===== src/rtl/sa_pkg.sv =====
package sa_pkg;
    function automatic int width_of(input int n);
        return (n < 2) ? 1 : $clog2(n);
    endfunction
endpackage


===== src/rtl/sa_rr_ptr.sv =====
module sa_rr_ptr #(
    parameter int MODULUS = 6,
    parameter int PTR_W   = 3,
    parameter int STEP_W  = 3
) (
    input  logic              clk,
    input  logic              rst_n,
    input  logic [STEP_W-1:0] step_i,
    output logic [PTR_W-1:0]  ptr_o
);
    logic [PTR_W-1:0] ptr_q;
    logic [PTR_W-1:0] ptr_d;

    always_comb begin
        ptr_d = PTR_W'((int'(ptr_q) + int'(step_i)) % MODULUS);
    end

    always_ff @(posedge clk) begin
        if (!rst_n) ptr_q <= '0;
        else        ptr_q <= ptr_d;
    end

    assign ptr_o = ptr_q;

    AST_PTR_IN_RANGE: assert property (@(posedge clk) disable iff (!rst_n)
        int'(ptr_q) < MODULUS);
    AST_PTR_HOLD_ON_ZERO: assert property (@(posedge clk) disable iff (!rst_n)
        (step_i == '0) |=> $stable(ptr_q));
endmodule


===== src/rtl/sa_slot.sv =====
module sa_slot #(
    parameter int NUM_STRIPES = 6,
    parameter int NUM_PORTS   = 4,
    parameter int SW          = 3,
    parameter int PW          = 2,
    parameter int CW          = 3,
    parameter int IDX         = 0
) (
    input  logic          clk,
    input  logic          rst_n,
    input  logic [SW-1:0] stripe_ptr_i,
    input  logic [PW-1:0] port_ptr_i,
    input  logic [CW-1:0] eff_cnt_i,
    input  logic          grant_i,
    input  logic          release_i,
    output logic          want_o,
    output logic          busy_o,
    output logic          load_o,
    output logic [PW-1:0] tag_o
);
    int   offset;
    logic busy_q;

    always_comb begin
        offset = (IDX + NUM_STRIPES - int'(stripe_ptr_i)) % NUM_STRIPES;
        want_o = offset < int'(eff_cnt_i);
        load_o = want_o && grant_i;
        tag_o  = load_o ? PW'((int'(port_ptr_i) + offset) % NUM_PORTS) : '0;
    end

    always_ff @(posedge clk) begin
        if (!rst_n) busy_q <= 1'b0;
        else        busy_q <= (busy_q && !release_i) || load_o;
    end

    assign busy_o = busy_q;

    AST_LOAD_ONLY_FREE: assert property (@(posedge clk) disable iff (!rst_n)
        load_o |-> !busy_q);
    AST_BUSY_AFTER_LOAD: assert property (@(posedge clk) disable iff (!rst_n)
        load_o |=> busy_q);
    AST_FREE_STAYS_FREE: assert property (@(posedge clk) disable iff (!rst_n)
        (!busy_q && !load_o) |=> !busy_q);
endmodule


===== src/rtl/shadow_stripe_alloc.sv =====
module shadow_stripe_alloc #(
    parameter int NUM_STRIPES = 6,
    parameter int NUM_PORTS   = 4,
    parameter int MAX_ISSUE   = 4,
    localparam int SW = sa_pkg::width_of(NUM_STRIPES),
    localparam int PW = sa_pkg::width_of(NUM_PORTS),
    localparam int CW = sa_pkg::width_of(MAX_ISSUE + 1)
) (
    input  logic                      clk,
    input  logic                      rst_n,
    input  logic [CW-1:0]             issue_cnt_i,
    input  logic [NUM_STRIPES-1:0]    release_i,
    output logic [NUM_STRIPES-1:0]    load_o,
    output logic [NUM_STRIPES*PW-1:0] port_tag_o,
    output logic                      stall_o
);
    logic [CW-1:0]          eff_cnt;
    logic [CW-1:0]          step;
    logic [SW-1:0]          stripe_ptr;
    logic [PW-1:0]          port_ptr;
    logic [NUM_STRIPES-1:0] want;
    logic [NUM_STRIPES-1:0] busy;
    logic                   grant;

    always_comb begin
        eff_cnt = (int'(issue_cnt_i) > MAX_ISSUE) ? CW'(MAX_ISSUE) : issue_cnt_i;
        stall_o = |(want & busy);
        grant   = !stall_o;
        step    = grant ? eff_cnt : '0;
    end

    sa_rr_ptr #(.MODULUS(NUM_STRIPES), .PTR_W(SW), .STEP_W(CW)) u_stripe_ptr (
        .clk(clk), .rst_n(rst_n), .step_i(step), .ptr_o(stripe_ptr));

    sa_rr_ptr #(.MODULUS(NUM_PORTS), .PTR_W(PW), .STEP_W(CW)) u_port_ptr (
        .clk(clk), .rst_n(rst_n), .step_i(step), .ptr_o(port_ptr));

    for (genvar g = 0; g < NUM_STRIPES; g++) begin : g_slot
        sa_slot #(
            .NUM_STRIPES(NUM_STRIPES), .NUM_PORTS(NUM_PORTS),
            .SW(SW), .PW(PW), .CW(CW), .IDX(g)
        ) u_slot (
            .clk(clk), .rst_n(rst_n),
            .stripe_ptr_i(stripe_ptr), .port_ptr_i(port_ptr),
            .eff_cnt_i(eff_cnt), .grant_i(grant),
            .release_i(release_i[g]),
            .want_o(want[g]), .busy_o(busy[g]), .load_o(load_o[g]),
            .tag_o(port_tag_o[g*PW +: PW]));
    end

    AST_STALL_NO_LOAD: assert property (@(posedge clk) disable iff (!rst_n)
        stall_o |-> (load_o == '0));
    AST_STALL_HOLDS_PTRS: assert property (@(posedge clk) disable iff (!rst_n)
        stall_o |=> ($stable(stripe_ptr) && $stable(port_ptr)));
    AST_LOAD_COUNT: assert property (@(posedge clk) disable iff (!rst_n)
        !stall_o |-> ($countones(load_o) == int'(eff_cnt)));
    AST_ZERO_NO_STALL: assert property (@(posedge clk) disable iff (!rst_n)
        (issue_cnt_i == '0) |-> !stall_o);
endmodule


===== config.mk =====
export PLATFORM = sky130hd
export DESIGN_NAME = shadow_stripe_alloc
export DESIGN_NICKNAME = d
export VERILOG_FILES = /design/src/rtl/sa_pkg.sv /design/src/rtl/sa_rr_ptr.sv /design/src/rtl/sa_slot.sv /design/src/rtl/shadow_stripe_alloc.sv
export SDC_FILE = /design/constraint.sdc
export NUM_CORES = 1
export LEC_CHECK = 0
export BUFFER_PORTS_ARGS = -buffer_cell sky130_fd_sc_hd__buf_2
export CAP_MARGIN = 10
export CORE_MARGIN = 8
export CORE_UTILIZATION = 60
export DETAILED_ROUTE_END_ITERATION = 10
export PLACE_DENSITY = 0.82
export SYNTH_ARGS = -nofsm -noshare
export SYNTH_HDL_FRONTEND = slang
export SYNTH_HIERARCHICAL = 1
export SYNTH_SLANG_ARGS = --single-unit
export TNS_END_PERCENT = 50

===== constraint.sdc =====
create_clock -name clk -period 8.3 [get_ports clk]
set_input_delay 0.415 -clock clk [delete_from_list [all_inputs] [get_ports clk]]
set_output_delay 0.415 -clock clk [all_outputs]
set_load 0.01 [all_outputs]

==> results_dict.tcl, run 1 <==
set metrics [dict create \
    regToRegEndpoint "u_stripe_ptr/ptr_o[1]" \
    cp_slowest_stage_delay_ns 0.81 \
    port_buffers 29 \
    synthToLayoutAreaGrowth_pct 10.56 \
    core_area_mm2 0.003943 \
    run_status "complete, no violations" \
    timing.final.crit_period_ns 6.395 \
    skew_ns 0.001622 \
    postSynthRegisterBits 11 \
    worst-r2r-setup-slack_ns 1.91 \
    instances_no_fill 381 \
    wire_per_inst_um 14.42 \
    numCtsBuffers 3 \
    worst-path-buf-inv 1 \
    gp_routability_congestion 0.8788 \
    final-max-slew-violation-count 0 \
    drv_cap 0 \
    cts_max_level 1 \
    syn-num-nets 361 \
    min_delay_worst_endpoint "g_slot[1].u_slot/busy_o" \
    synth_enable_flop_cells 0 \
    syn_area_per_cell_um2 8.085 \
    number_of_buffers_on_the_longest_clock_path 2 \
    setup-violations-final 0 \
    setup_ws_ns 1.905 \
    drive_gt1_frac 0.1813 \
    timing.critical_path.fanout_max 20 \
    worstSetupStartpointType "flop" \
    ctsHoldBuffers 0 \
    die_area_mm2 0.006316 \
    clk_latency_ns 0.25 \
    dominantRegCellSynth "sky130_fd_sc_hd__dfxtp_1" \
    critical_path.slowest_cell "sky130_fd_sc_hd__dfxtp_1" \
    grt_use_total 0.1787 \
    insertedDiodeCount 0 \
    post-place-cells 377 \
    clkSinkCount 11 \
    number_of_antenna_violations_at_the_first_check_in_global_routing 0 \
    pre_cts_slack_ns 2.066 \
    postCtsResizedCells 0 \
    hold-path-cell-count 3 \
    mapped_area_mm2 0.002417 \
    synth_cell_types 70 \
    dr.pass1.iters 5 \
    achievable-frequency_mhz 156.4 \
    finalCritPeriodShare 0.7705 \
    floorplan.die.height_um 79.48 \
    async_sr_flop_fraction 0 \
    cp_data_required_time_ns 8.47 \
    grt_overflow_total 0 \
    tritoncts "done" \
    dp_hpwl_mm 4.308 \
    setup-tns-final_ns 0 \
    grt_setup_unrepaired "false" \
    share_of_synthesized_area_occupied_by_flip_flops_and_latches 0.09110 \
    ys.warnings.count 6 \
    first_pass_grt_wire_length_mm 9.473 \
    grt_pass1_vias 2123 \
    post_drt_via_cell_ratio 5.774 \
    std_cell_rows 23 \
    drcViolationCount 0 \
    drt-initial-drc-count 141 \
    number_of_cells_on_the_worst_reg_to_reg_path 29 \
    min-delay-start "release_i[1]" \
    max_slew_margin 0.4927 \
    post_synth_inst_count 299 \
    crit_type "reg2reg" \
    worstSetupEndpointType "flop" \
    pin_count 30 \
    dr_total_vias 2200 \
    start_util 0.6131 \
    cts.repair_timing.setup_buffer_count 0 \
    worst_hold_slack_ns 0.4491 \
    worstMarginPinSlew_ns 0.7598 \
    holdCritPathClass "in2reg" \
    timing.rr.start "u_stripe_ptr/ptr_o[2]" \
    final_antenna_net_count 0 \
    cp_data_arrival_time_ns 6.56 \
    timing.critical_path.max_delay_family "compound AO/OA/AOI/OAI gates" \
    grt_start_max_net_pins 29 \
    worst_setup_hold_path_clk_slew_ns 0.06 \
    finalHoldViolations 0 \
    clk_root_buffer_cell "sky130_fd_sc_hd__clkbuf_8" \
    nets 394 \
    die_width_um 79.48 \
    routed_wirelength_mm 5.494 \
]
[worst reg2reg max path, delay by kind of cell, from the launching register on]
kind / cells / cell delay (ns)
fa+ha+maj: 5 / 1.45
compound gates: 10 / 1.87
buf+inv: 1 / 0.12
flops: 1 / 0.81
mux: 2 / 0.27
simple gates: 10 / 1.59
xor+xnor: 1 / 0.24
[synth_stat cells (3+ instances only)]
library cell	instances	area (um^2)
sky130_fd_sc_hd__nor3b_1	6	45.04
sky130_fd_sc_hd__nand4b_1	3	26.28
sky130_fd_sc_hd__and2_1	8	50.05
sky130_fd_sc_hd__a211oi_1	3	22.52
sky130_fd_sc_hd__dfxtp_1	11	220.2
sky130_fd_sc_hd__o21ai_0	7	35.03
sky130_fd_sc_hd__a21o_1	4	30.03
sky130_fd_sc_hd__xnor2_1	8	70.07
sky130_fd_sc_hd__and3_1	3	18.77
sky130_fd_sc_hd__a22oi_2	3	37.54
sky130_fd_sc_hd__nor2b_1	13	81.33
sky130_fd_sc_hd__inv_1	47	176.4
sky130_fd_sc_hd__nand2_1	19	71.32
sky130_fd_sc_hd__nand2b_1	6	37.54
sky130_fd_sc_hd__xor2_1	4	35.03
sky130_fd_sc_hd__ha_1	50	625.6
sky130_fd_sc_hd__nor2_1	13	48.80
sky130_fd_sc_hd__nand3_1	6	30.03
sky130_fd_sc_hd__o21a_1	6	45.04
sky130_fd_sc_hd__a21oi_1	17	85.08
[layout make-up]
class / count / area (um^2)
Multi-Input combinational cell: 238 / 2008
Sequential cell: 11 / 220.2
Inverter: 47 / 176.4
Tap cell: 50 / 62.56
Timing Repair Buffer: 31 / 160.2
Clock buffer: 4 / 45.04
Fill cell: 324 / 1270
[metal layers]
layer | vias up | GRT usage | part of all wire
li1 | 1109 | - | -
met1 | 1020 | 0.2107 | 0.43
met2 | 61 | 0.3260 | 0.51
met3 | 10 | 0.02252 | 0.046
met4 | 0 | 0.05000 | 0.016
met5 | - | 0 | 0
[how the worst max path moves through the flow]
stage	to	cells past startpoint	start	slack, ns
6_report	u_stripe_ptr/ptr_o[1]	29	u_stripe_ptr/ptr_o[2]	1.91
5_1_grt	u_stripe_ptr/ptr_o[1]	31	u_stripe_ptr/ptr_o[1]	1.23
4_1_cts	u_stripe_ptr/ptr_o[1]	31	u_stripe_ptr/ptr_o[1]	2.02
3_5_place_dp	u_stripe_ptr/ptr_o[1]	31	u_stripe_ptr/ptr_o[1]	2.07
3_3_place_gp	u_stripe_ptr/ptr_o[1]	29	u_stripe_ptr/ptr_o[1]	2.38
2_1_floorplan	u_stripe_ptr/ptr_o[1]	29	u_stripe_ptr/ptr_o[0]	2.26
[cell usage in the layout (no fill, tap or decap), drive strengths merged, types with 3 or more instances in the layout]
master  synthesis  final
xor2            4      4
a211oi          5      5
a21boi          4      4
nor3b           7      7
and2            9      9
inv            47     47
a22oi           4      4
ha             50     50
nand3           7      7
a21o            5      5
nand2          19     19
a21oi          18     18
nor4b           4      4
clkbuf          3      4
dfxtp          11     11
nand4b          3      3
o21a            6      6
nor2b          14     14
xnor2           8      8
nand2b          7      7
o21ai          11     11
and3            3      3
nor2           13     13
buf             0     31
or2             3      3
[cell families after synthesis]
| kind of cell | after synthesis | share of synthesized area |
|---|---|---|
| simple gates | 99 | 0.2557 |
| compound gates | 71 | 0.2309 |
| fa+ha+maj | 51 | 0.2671 |
| buf+inv | 50 | 0.07816 |
| xor+xnor | 14 | 0.06211 |
| flops | 11 | 0.09110 |
| mux | 3 | 0.01501 |
[state kept, by name (all words and copies together) (netlist names)]
register	count
u_port_ptr/ptr_o	2
g_slot.u_slot/busy_o	6
u_stripe_ptr/ptr_o	3
[stage by stage]
stage	util	area, um^2
2_1_floorplan	-	2417
3_3_place_gp	0.6665	2628
3_5_place_dp	0.6665	2628
4_1_cts	0.6779	2673
5_1_grt	0.6779	2673
6_report	0.6779	2673
Power of run 1 is not shown: default switching activity piles up to over one toggle a cycle in this logic, so the estimate is an artifact.
==> run 2, diff against run 1 <==
--- a/config.mk
+++ b/config.mk
@@ -8,9 +8,9 @@
 export BUFFER_PORTS_ARGS = -buffer_cell sky130_fd_sc_hd__buf_2
 export CAP_MARGIN = 10
 export CORE_MARGIN = 8
-export CORE_UTILIZATION = 60
+export CORE_UTILIZATION = 54
 export DETAILED_ROUTE_END_ITERATION = 10
-export PLACE_DENSITY = 0.82
+export PLACE_DENSITY = 0.78
 export SYNTH_ARGS = -nofsm -noshare
 export SYNTH_HDL_FRONTEND = slang
 export SYNTH_HIERARCHICAL = 1
==> constraint.sdc (replaced) <==
create_clock -name clk -period 5.82 [get_ports clk]
set_input_delay 0.291 -clock clk [delete_from_list [all_inputs] [get_ports clk]]
set_output_delay 0.291 -clock clk [all_outputs]
set_load 0.01 [all_outputs]
==> results_dict.tcl, run 2 (synthesis gave the netlist of run 1 again) <==
set metrics [dict create \
    run_status "complete, no violations" \
    synthToLayoutAreaGrowth_pct 16.56 \
    final_antenna_net_count 0 \
    achievable-frequency_mhz 180.8 \
    clk_latency_ns 0.24 \
    dr.pass1.iters 4 \
    first_pass_grt_wire_length_mm 9.039 \
    std_cell_rows 24 \
    holdCritPathClass "in2reg" \
    hold-path-cell-count 3 \
    timing.critical_path.mode_cell "sky130_fd_sc_hd__a21oi_1" \
    worst_setup_hold_path_clk_slew_ns 0.06 \
    crit_type "reg2reg" \
    start_util 0.5590 \
    clkSinkCount 11 \
    regToRegEndpoint "u_stripe_ptr/ptr_o[1]" \
    finalCritPeriodShare 0.9505 \
    worstSetupStartpointType "flop" \
    min-delay-start "release_i[1]" \
    timing.final.crit_period_ns 5.532 \
    timing.rr.start "u_stripe_ptr/ptr_o[0]" \
    post_drt_via_cell_ratio 5.703 \
    tritoncts "done" \
    timing.critical_path.fanout_max 6 \
    dp_hpwl_mm 4.351 \
    worst-r2r-setup-slack_ns 0.29 \
    cp_slowest_stage_delay_ns 0.46 \
    min_delay_worst_endpoint "g_slot[1].u_slot/busy_o" \
    routed_wirelength_mm 5.615 \
    post-place-cells 382 \
    cts_max_level 1 \
    cp_data_required_time_ns 5.94 \
    grt_pass1_vias 2057 \
    grt_use_total 0.1488 \
    number_of_antenna_violations_at_the_first_check_in_global_routing 0 \
    insertedDiodeCount 0 \
    drive_gt1_frac 0.2426 \
    wire_per_inst_um 14.40 \
    cp_data_arrival_time_ns 5.65 \
    number_of_cells_on_the_worst_reg_to_reg_path 31 \
    drcViolationCount 0 \
    floorplan.die.height_um 82.91 \
    port_buffers 29 \
    die_width_um 82.91 \
    core_area_mm2 0.004324 \
    die_area_mm2 0.006873 \
    grt_overflow_total 0 \
    dr_total_vias 2224 \
    nets 401 \
    skew_ns 0.001656 \
    drv_cap 0 \
    largest_reg_flops 6 \
    max_slew_margin 0.6148 \
    setup-violations-final 0 \
    most_frequent_standard_cell_in_the_layout_excluding_fill_and_tap_cells "sky130_fd_sc_hd__ha_1" \
    final-max-slew-violation-count 0 \
    final_cell_mix "sky130_fd_sc_hd__ha_1 (48), sky130_fd_sc_hd__inv_1 (46), sky130_fd_sc_hd__buf_2 (29)" \
    number_of_buffers_on_the_longest_clock_path 2 \
    numCtsBuffers 3 \
    clk_root_buffer_cell "sky130_fd_sc_hd__clkbuf_8" \
    worstMarginPinSlew_ns 0.5766 \
    grt_start_max_net_pins 23 \
    drt-initial-drc-count 127 \
    finalHoldViolations 0 \
    critical_path.slowest_cell "sky130_fd_sc_hd__fa_2" \
    worstSetupEndpointType "flop" \
    gp_routability_congestion 0.8976 \
    pin_count 30 \
    setup-tns-final_ns 0 \
    instances_no_fill 390 \
]
==> run 2: worst max-delay path, delay by kind of cell (launching register included) <==
kind | cells | cell delay, ns
AO/OA/AOI/OAI | 12 | 1.78
XOR/XNOR | 1 | 0.19
adder cells (fa/ha/maj) | 6 | 1.65
buffers and inverters | 2 | 0.15
flip-flops | 1 | 0.37
multiplexers | 2 | 0.39
AND/OR/NAND/NOR | 8 | 0.85
==> run 2: cell type report <==
class	count	area, um^2
fill	387	1506
timing repair buffer	38	216.5
tap	52	65.06
sequential	11	225.2
inverter	47	176.4
clock buffer	3	41.29
multi-input combinational	238	2088
clock inverter	1	5.005
==> run 2: what timing repair did <==
item,CTS,global route
setup endpoints to repair,0,2
buffers inserted,0,4
resized for setup,0,16
hold buffers,0,0
hold endpoints to repair,0,0
==> run 2: worst max path at each step <==
stage,start,endpoint,cells after the start
detailed placement,u_stripe_ptr/ptr_o[0],u_stripe_ptr/ptr_o[1],31
floorplan,u_stripe_ptr/ptr_o[0],u_stripe_ptr/ptr_o[1],29
CTS,u_stripe_ptr/ptr_o[0],u_stripe_ptr/ptr_o[1],31
global route,u_stripe_ptr/ptr_o[0],u_stripe_ptr/ptr_o[1],31
global placement,u_stripe_ptr/ptr_o[1],u_stripe_ptr/ptr_o[1],25
finish,u_stripe_ptr/ptr_o[0],u_stripe_ptr/ptr_o[1],31
==> run 2: per-layer routing <==
layer	wire [um]	vias up	track usage
met3	227	9	0.02637
li1	-	1128	-
met1	2542	1039	0.1785
met4	71	0	0.03195
met5	0	-	0
met2	2773	48	0.2659
==> run 2: metrics by stage <==
| stage | area, um^2 | utilization | setup WS [ns] | hold slack [ns] |
|---|---|---|---|---|
| after floorplan | 2420 | - | 0.04890 | 0.4085 |
| after global placement | 2655 | 0.6140 | 0.3403 | 0.4937 |
| after detailed placement | 2655 | 0.6140 | 0.1524 | 0.4949 |
| after CTS | 2701 | 0.6247 | 0.1242 | 0.3152 |
| after global routing | 2818 | 0.6516 | -0.07469 | 0.3629 |
| final | 2818 | 0.6516 | 0.2880 | 0.3175 |
Power of run 2 is left out for the same reason.
